[config.mk]
export PLATFORM = sky130hd
export DESIGN_NAME = sclgen_timer
export DESIGN_NICKNAME = d
export VERILOG_FILES = /design/src/rtl/sclgen_pkg.sv /design/src/rtl/sclgen_datapath.sv /design/src/rtl/sclgen_control.sv /design/src/rtl/sclgen_timer.sv
export SDC_FILE = /design/constraint.sdc
export NUM_CORES = 1
export LEC_CHECK = 0
export BUFFER_PORTS_ARGS = -buffer_cell sky130_fd_sc_hd__buf_2
export CAP_MARGIN = 20
export CORE_MARGIN = 10
export CORE_UTILIZATION = 25
export CTS_CLUSTER_SIZE = 25
export DETAILED_ROUTE_END_ITERATION = 7
export GPL_ROUTABILITY_DRIVEN = 0
export SLEW_MARGIN = 20
export SYNTH_ARGS = -nofsm -noshare
export SYNTH_HDL_FRONTEND = slang
export SYNTH_SLANG_ARGS = --single-unit
[constraint.sdc]
create_clock -name clk -period 6.1 [get_ports clk]
set_clock_uncertainty 0.05 [all_clocks]
set_input_delay 0.61 -clock clk [delete_from_list [all_inputs] [get_ports clk]]
set_output_delay 0.61 -clock clk [all_outputs]
set_load 0.1 [all_outputs]
[src/rtl/sclgen_pkg.sv]
package sclgen_pkg;

  typedef enum logic [2:0] {
    ST_IDLE,
    ST_START,
    ST_LOW,
    ST_WAIT,
    ST_HIGH
  } sclState_t;

  typedef struct packed {
    logic loadCfg;
    logic clrCounts;
    logic countEn;
    logic loadLowTgt;
    logic loadHighTgt;
    logic armed;
  } sclStrobe_t;

endpackage

[src/rtl/sclgen_datapath.sv]
module sclgen_datapath
  import sclgen_pkg::*;
#(
  parameter int PSC_W     = 8,
  parameter int FIELD_W   = 8,
  parameter int LOW_TRIM  = 7,
  parameter int HIGH_TRIM = 5
) (
  input  logic                   clk,
  input  logic                   rstN,
  input  logic                   enable,
  input  sclStrobe_t             strobe,
  input  logic [PSC_W-1:0]       pscIn,
  input  logic [2*FIELD_W-1:0]   lowIn,
  input  logic [2*FIELD_W-1:0]   highIn,
  input  logic                   modeHs,
  input  logic                   hsSwitch,
  output logic                   sampleTick,
  output logic                   phaseDone,
  output logic                   cfgLegal,
  output logic                   hsActive
);

  localparam int REG_W  = 2 * FIELD_W;
  localparam int TGT_W  = FIELD_W + 1;
  localparam int N_SETS = 2;
  localparam logic [TGT_W-1:0] LOW_ADD  = TGT_W'(LOW_TRIM);
  localparam logic [TGT_W-1:0] HIGH_ADD = TGT_W'(HIGH_TRIM);

  logic [PSC_W-1:0]   pscReg;
  logic [PSC_W-1:0]   psCnt;
  logic [REG_W-1:0]   lowReg;
  logic [REG_W-1:0]   highReg;
  logic               hsModeReg;
  logic [TGT_W-1:0]   phaseTgt;
  logic [TGT_W-1:0]   phCnt;
  logic [N_SETS-1:0]  setOk;
  logic [FIELD_W-1:0] lowField;
  logic [FIELD_W-1:0] highField;
  logic               psMatch;
  logic               phMatch;

  // Legality of each timing set, checked on the raw inputs at start time
  generate
    for (genvar g = 0; g < N_SETS; g++) begin : g_setChk
      assign setOk[g] = (lowIn[g*FIELD_W +: FIELD_W] != '0) &&
                        (highIn[g*FIELD_W +: FIELD_W] != '0);
    end
  endgenerate

  assign cfgLegal = (pscIn != '0) && setOk[0] && (!modeHs || setOk[1]);

  // Configuration capture
  always_ff @(posedge clk or negedge rstN) begin
    if (!rstN) begin
      pscReg    <= '0;
      lowReg    <= '0;
      highReg   <= '0;
      hsModeReg <= 1'b0;
    end else if (strobe.loadCfg) begin
      pscReg    <= pscIn;
      lowReg    <= lowIn;
      highReg   <= highIn;
      hsModeReg <= modeHs;
    end
  end

  // Timing set selection
  assign lowField  = hsActive ? lowReg[REG_W-1:FIELD_W]  : lowReg[FIELD_W-1:0];
  assign highField = hsActive ? highReg[REG_W-1:FIELD_W] : highReg[FIELD_W-1:0];

  // Phase target, frozen at phase entry with the trim added back
  always_ff @(posedge clk or negedge rstN) begin
    if (!rstN) begin
      phaseTgt <= '0;
    end else if (strobe.loadLowTgt) begin
      phaseTgt <= {1'b0, lowField} + LOW_ADD;
    end else if (strobe.loadHighTgt) begin
      phaseTgt <= {1'b0, highField} + HIGH_ADD;
    end
  end

  assign psMatch = (psCnt == pscReg);
  assign phMatch = (phCnt == phaseTgt - TGT_W'(1));

  // Prescaler
  always_ff @(posedge clk or negedge rstN) begin
    if (!rstN) begin
      psCnt <= '0;
    end else if (strobe.clrCounts) begin
      psCnt <= '0;
    end else if (strobe.countEn) begin
      psCnt <= psMatch ? '0 : psCnt + PSC_W'(1);
    end
  end

  // Phase tick counter
  always_ff @(posedge clk or negedge rstN) begin
    if (!rstN) begin
      phCnt <= '0;
    end else if (strobe.clrCounts) begin
      phCnt <= '0;
    end else if (strobe.countEn && psMatch) begin
      phCnt <= phMatch ? '0 : phCnt + TGT_W'(1);
    end
  end

  // Second timing set flag
  always_ff @(posedge clk or negedge rstN) begin
    if (!rstN) begin
      hsActive <= 1'b0;
    end else if (!enable || strobe.loadCfg) begin
      hsActive <= 1'b0;
    end else if (strobe.armed && hsModeReg && hsSwitch) begin
      hsActive <= 1'b1;
    end
  end

  assign sampleTick = strobe.countEn && psMatch;
  assign phaseDone  = psMatch && phMatch;

endmodule

[src/rtl/sclgen_control.sv]
module sclgen_control
  import sclgen_pkg::*;
(
  input  logic       clk,
  input  logic       rstN,
  input  logic       enable,
  input  logic       sclIn,
  input  logic       cfgLegal,
  input  logic       phaseDone,
  output sclStrobe_t strobe,
  output sclState_t  state
);

  sclState_t nextState;
  logic      enPrev;

  always_ff @(posedge clk or negedge rstN) begin
    if (!rstN) begin
      state  <= ST_IDLE;
      enPrev <= 1'b0;
    end else begin
      state  <= nextState;
      enPrev <= enable;
    end
  end

  always_comb begin
    nextState = state;
    strobe    = '0;
    strobe.armed = (state != ST_IDLE);
    if (!enable) begin
      nextState        = ST_IDLE;
      strobe.clrCounts = 1'b1;
    end else begin
      case (state)
        ST_IDLE: begin
          strobe.clrCounts = 1'b1;
          if (!enPrev && cfgLegal) begin
            strobe.loadCfg = 1'b1;
            nextState      = ST_START;
          end
        end
        ST_START: begin
          strobe.loadLowTgt = 1'b1;
          strobe.clrCounts  = 1'b1;
          nextState         = ST_LOW;
        end
        ST_LOW: begin
          strobe.countEn = 1'b1;
          if (phaseDone) begin
            strobe.clrCounts = 1'b1;
            nextState        = ST_WAIT;
          end
        end
        ST_WAIT: begin
          if (sclIn) begin
            strobe.loadHighTgt = 1'b1;
            strobe.clrCounts   = 1'b1;
            nextState          = ST_HIGH;
          end
        end
        ST_HIGH: begin
          strobe.countEn = 1'b1;
          if (phaseDone) begin
            strobe.loadLowTgt = 1'b1;
            strobe.clrCounts  = 1'b1;
            nextState         = ST_LOW;
          end
        end
        default: nextState = ST_IDLE;
      endcase
    end
  end

endmodule

[src/rtl/sclgen_timer.sv]
module sclgen_timer
  import sclgen_pkg::*;
#(
  parameter int PSC_W     = 8,
  parameter int FIELD_W   = 8,
  parameter int LOW_TRIM  = 7,
  parameter int HIGH_TRIM = 5
) (
  input  logic                 clk,
  input  logic                 rstN,
  input  logic                 enable,
  input  logic                 modeHs,
  input  logic [PSC_W-1:0]     pscIn,
  input  logic [2*FIELD_W-1:0] lowIn,
  input  logic [2*FIELD_W-1:0] highIn,
  input  logic                 hsSwitch,
  input  logic                 sclIn,
  output logic                 sampleTick,
  output logic                 sclPullLow,
  output logic                 clkPhaseHigh,
  output logic                 hsPhase
);

  sclStrobe_t strobe;
  sclState_t  state;
  logic       phaseDone;
  logic       cfgLegal;

  sclgen_control u_ctrl (
    .clk       (clk),
    .rstN      (rstN),
    .enable    (enable),
    .sclIn     (sclIn),
    .cfgLegal  (cfgLegal),
    .phaseDone (phaseDone),
    .strobe    (strobe),
    .state     (state)
  );

  sclgen_datapath #(
    .PSC_W     (PSC_W),
    .FIELD_W   (FIELD_W),
    .LOW_TRIM  (LOW_TRIM),
    .HIGH_TRIM (HIGH_TRIM)
  ) u_dp (
    .clk        (clk),
    .rstN       (rstN),
    .enable     (enable),
    .strobe     (strobe),
    .pscIn      (pscIn),
    .lowIn      (lowIn),
    .highIn     (highIn),
    .modeHs     (modeHs),
    .hsSwitch   (hsSwitch),
    .sampleTick (sampleTick),
    .phaseDone  (phaseDone),
    .cfgLegal   (cfgLegal),
    .hsActive   (hsPhase)
  );

  assign sclPullLow   = (state == ST_LOW);
  assign clkPhaseHigh = (state == ST_HIGH);

endmodule

==> results_dict.tcl <==
set metrics [dict create \
    grtUsageTotal_pct 9.25 \
    reg2reg_from "u_dp.phaseTgt[0]$_DFFE_PN0P_" \
    finalCritPeriodShare_pct 54.6 \
    ys_ff_latch 72 \
    maxCapViolCount 0 \
    setup_viol 0 \
    p_leak_nw 1.98 \
    p_per_area_mw_per_mm2 327 \
    maxSlewViolCount 0 \
    drc 0 \
    h-tree-depth 3 \
    place_area_mm2 0.00474 \
    cts_sinks 72 \
    worst_pin_slew_ns 0.926 \
    wl_per_cell_um 14.9 \
    clock_power_share_pct 28.8 \
    cp.required_ns 5.44 \
    cts_buffer_depth 2 \
    netlist_area_mm2 0.00426 \
    cts_resized 0 \
    routed_via_density 4.79 \
    dr.pass1.iters 4 \
    post_cts_buffers 0 \
    port_buffers 49 \
    synth.area.top_cells "dfrtp_1 42%, mux2_2 11%, xnor2_1 4.1%" \
    post-place-ws_ns 2.97 \
    fp.dieW_um 151 \
    synth_cell_types 56 \
    ys_seq_area_share_pct 42.3 \
    hold_viol_final 0 \
    fp.dieArea_mm2 0.0227 \
    dp_hpwl_mm 7.84 \
    fmax_mhz 300 \
    maxSlewHeadroom_pct 38.3 \
    final.setup.worst_slack_ns 2.77 \
    design_area_mm2 0.00500 \
    crit_type "flip-flop to output pin" \
    yosys-top-cells-count "72 x dfrtp_1, 43 x mux2_2, 36 x nand2_1" \
    clk_pin_slew_ns 0.05 \
    rsz0062_at_grt "no" \
    grt_max_degree 73 \
    clock-root-buffer "clkbuf_16" \
    drt_iter0_drc 225 \
    syn_to_final_growth_pct 17.4 \
    start_util_pct 25.6 \
    async_flop_share_pct 100 \
    syn_nets 472 \
    drive_gt1_share_pct 26.1 \
    overflow 0 \
    status "finished, final reports clean" \
    antenna_found_initial 0 \
    share_seq_of_total_power_pct 42.1 \
    synth.top_cell.area_share_pct 42.3 \
    grt_pass1_wl_mm 17.1 \
    min_period_ns 3.33 \
    startpoint_type "flip-flop" \
    sw_frac_of_total_pct 32.6 \
    synth_top_area_cell "dfrtp_1" \
    cp_data_arrival_time_ns 2.67 \
    rr_endpoint "u_dp.phaseTgt[0]$_DFFE_PN0P_" \
    cts_made_buffers 9 \
    core_mm2 0.0166 \
    ys_warn_count 0 \
    critPathLaunch "u_dp.psCnt[3]$_DFFE_PN0P_" \
    die_h_um 151 \
    cp-end-kind "output pin" \
    reg2regPathDepth 8 \
    syn_inst 421 \
    ir_worst_vdd_v 0.000163 \
    routed_wirelength_mm 10.2 \
    cp_max_fo 12 \
    finalNetCount 517 \
    postCtsHoldBufs 0 \
    hold_path.class "primary input to asynchronous set/reset pin" \
    yosysMostFrequentCell "dfrtp_1" \
    clk-insertion-delay-late_ns 0.33 \
    intPower_mw 1.10 \
    p_sw_mw 0.534 \
    grt_pass1_vias 3391 \
    ant_nets 0 \
    setup_total_negative_slack_ns 0 \
    synth-main-ff-cell "dfrtp_1" \
    pin_count 50 \
    r2r_setup_slack_ns 3.15 \
    antennaDiodeCount 0 \
    power.share.combinational_pct 29.1 \
    row_count 47 \
    avgSynthCellArea_um2 10.1 \
    synth-edff-count 0 \
    cts_tree "built" \
    routed-via-count 3295 \
]
[critical path, cell delays in order, from the launching register on]
cell and delay (ns):
dfrtp_1 0.42, xnor2_1 0.16, nand4_1 0.15, nor2_1 0.50, nand3_1 0.22, inv_1 0.35
buf_2 0.53
[flip-flops by register name, summed over array words and instances (netlist names)]
signal,flops
u_dp.highReg,16
u_dp.lowReg,16
u_dp.phCnt,9
u_dp.phaseTgt,9
u_dp.psCnt,8
u_dp.pscReg,8
u_ctrl.state,3
u_ctrl.enPrev,1
u_dp.hsActive,1
u_dp.hsModeReg,1
[kinds of logic after synthesis]
kind of cell,after synthesis,synth area share (%)
AO/OA/AOI/OAI,74,12.8
XOR/XNOR,39,8.01
adder cells (fa/ha/maj),5,1.47
buffers and inverters,30,2.67
flip-flops,72,42.3
multiplexers,57,14.6
AND/OR/NAND/NOR,144,18.1
[cells in the final DEF (no fill, tap or decap), types with 2 or more instances in the layout]
| cell | count |
|---|---|
| a21o_1 | 2 |
| a21oi_1 | 24 |
| a22oi_1 | 2 |
| a2bb2oi_1 | 2 |
| a32o_1 | 4 |
| a32oi_1 | 3 |
| and2_1 | 3 |
| and3_1 | 4 |
| and3b_1 | 2 |
| buf_2 | 49 |
| buf_4 | 3 |
| clkbuf_16 | 9 |
| clkbuf_8 | 2 |
| dfrtp_1 | 72 |
| ha_1 | 5 |
| inv_1 | 12 |
| mux2_2 | 43 |
| mux2i_1 | 14 |
| nand2_1 | 36 |
| nand3_1 | 7 |
| nand3b_1 | 4 |
| nand4_1 | 9 |
| nor2_1 | 28 |
| nor2b_1 | 12 |
| nor3_1 | 10 |
| nor3b_1 | 2 |
| nor4_1 | 12 |
| o211ai_1 | 5 |
| o21a_1 | 3 |
| o21ai_0 | 15 |
| o21ai_4 | 2 |
| or2_2 | 2 |
| or4_4 | 2 |
| xnor2_1 | 20 |
| xor2_1 | 19 |
[worst max path at each step]
stage                                             end  slack, ns  cells after the start
after detailed placement   u_dp.lowReg[1]$_DFFE_PN0P_       2.97                      8
after floorplan                            sclPullLow       2.79                      2
final                                      sampleTick       2.77                      6
after global routing                       sampleTick       2.54                      6
after CTS                                  sampleTick       2.78                      6
after global placement    u_dp.lowReg[15]$_DFFE_PN0P_       3.00                      8
[power groups by stage]
stage	combinational [mW]	clock, mW	sequential [mW]
2_1_floorplan	0.379	0	0.660
3_3_place_gp	0.461	0	0.690
3_5_place_dp	0.479	0	0.695
4_1_cts	0.481	0.486	0.687
5_1_grt	0.530	0.509	0.706
6_report	0.475	0.471	0.689
[routing by layer]
layer,GRT usage (%),wire length [um],up-vias
met1,11.1,4510,1604
met3,1.86,317,17
met4,4.23,259,0
li1,-,-,1608
met5,0,0,-
met2,15.5,5140,66
[through the flow]
step	hold slack, ns	power, mW	util (%)	instances
6_report	0.443	1.64	30.1	688
5_1_grt	0.445	1.75	30.1	688
4_1_cts	0.446	1.65	30.1	688
3_5_place_dp	0.447	1.17	28.5	675
3_3_place_gp	0.444	1.15	28.5	675
2_1_floorplan	0.264	1.04	-	421
[area by class of cell]
| type | instances | area [um2] |
|---|---|---|
| fill | 1700 | 11600 |
| timing repair buffer | 52 | 268 |
| inverter | 12 | 45.0 |
| sequential | 72 | 1800 |
| tap | 220 | 275 |
| multi-input combinational | 319 | 2350 |
| clock buffer | 12 | 256 |
| clock inverter | 1 | 5.00 |
(Power assumes the default switching activity.)
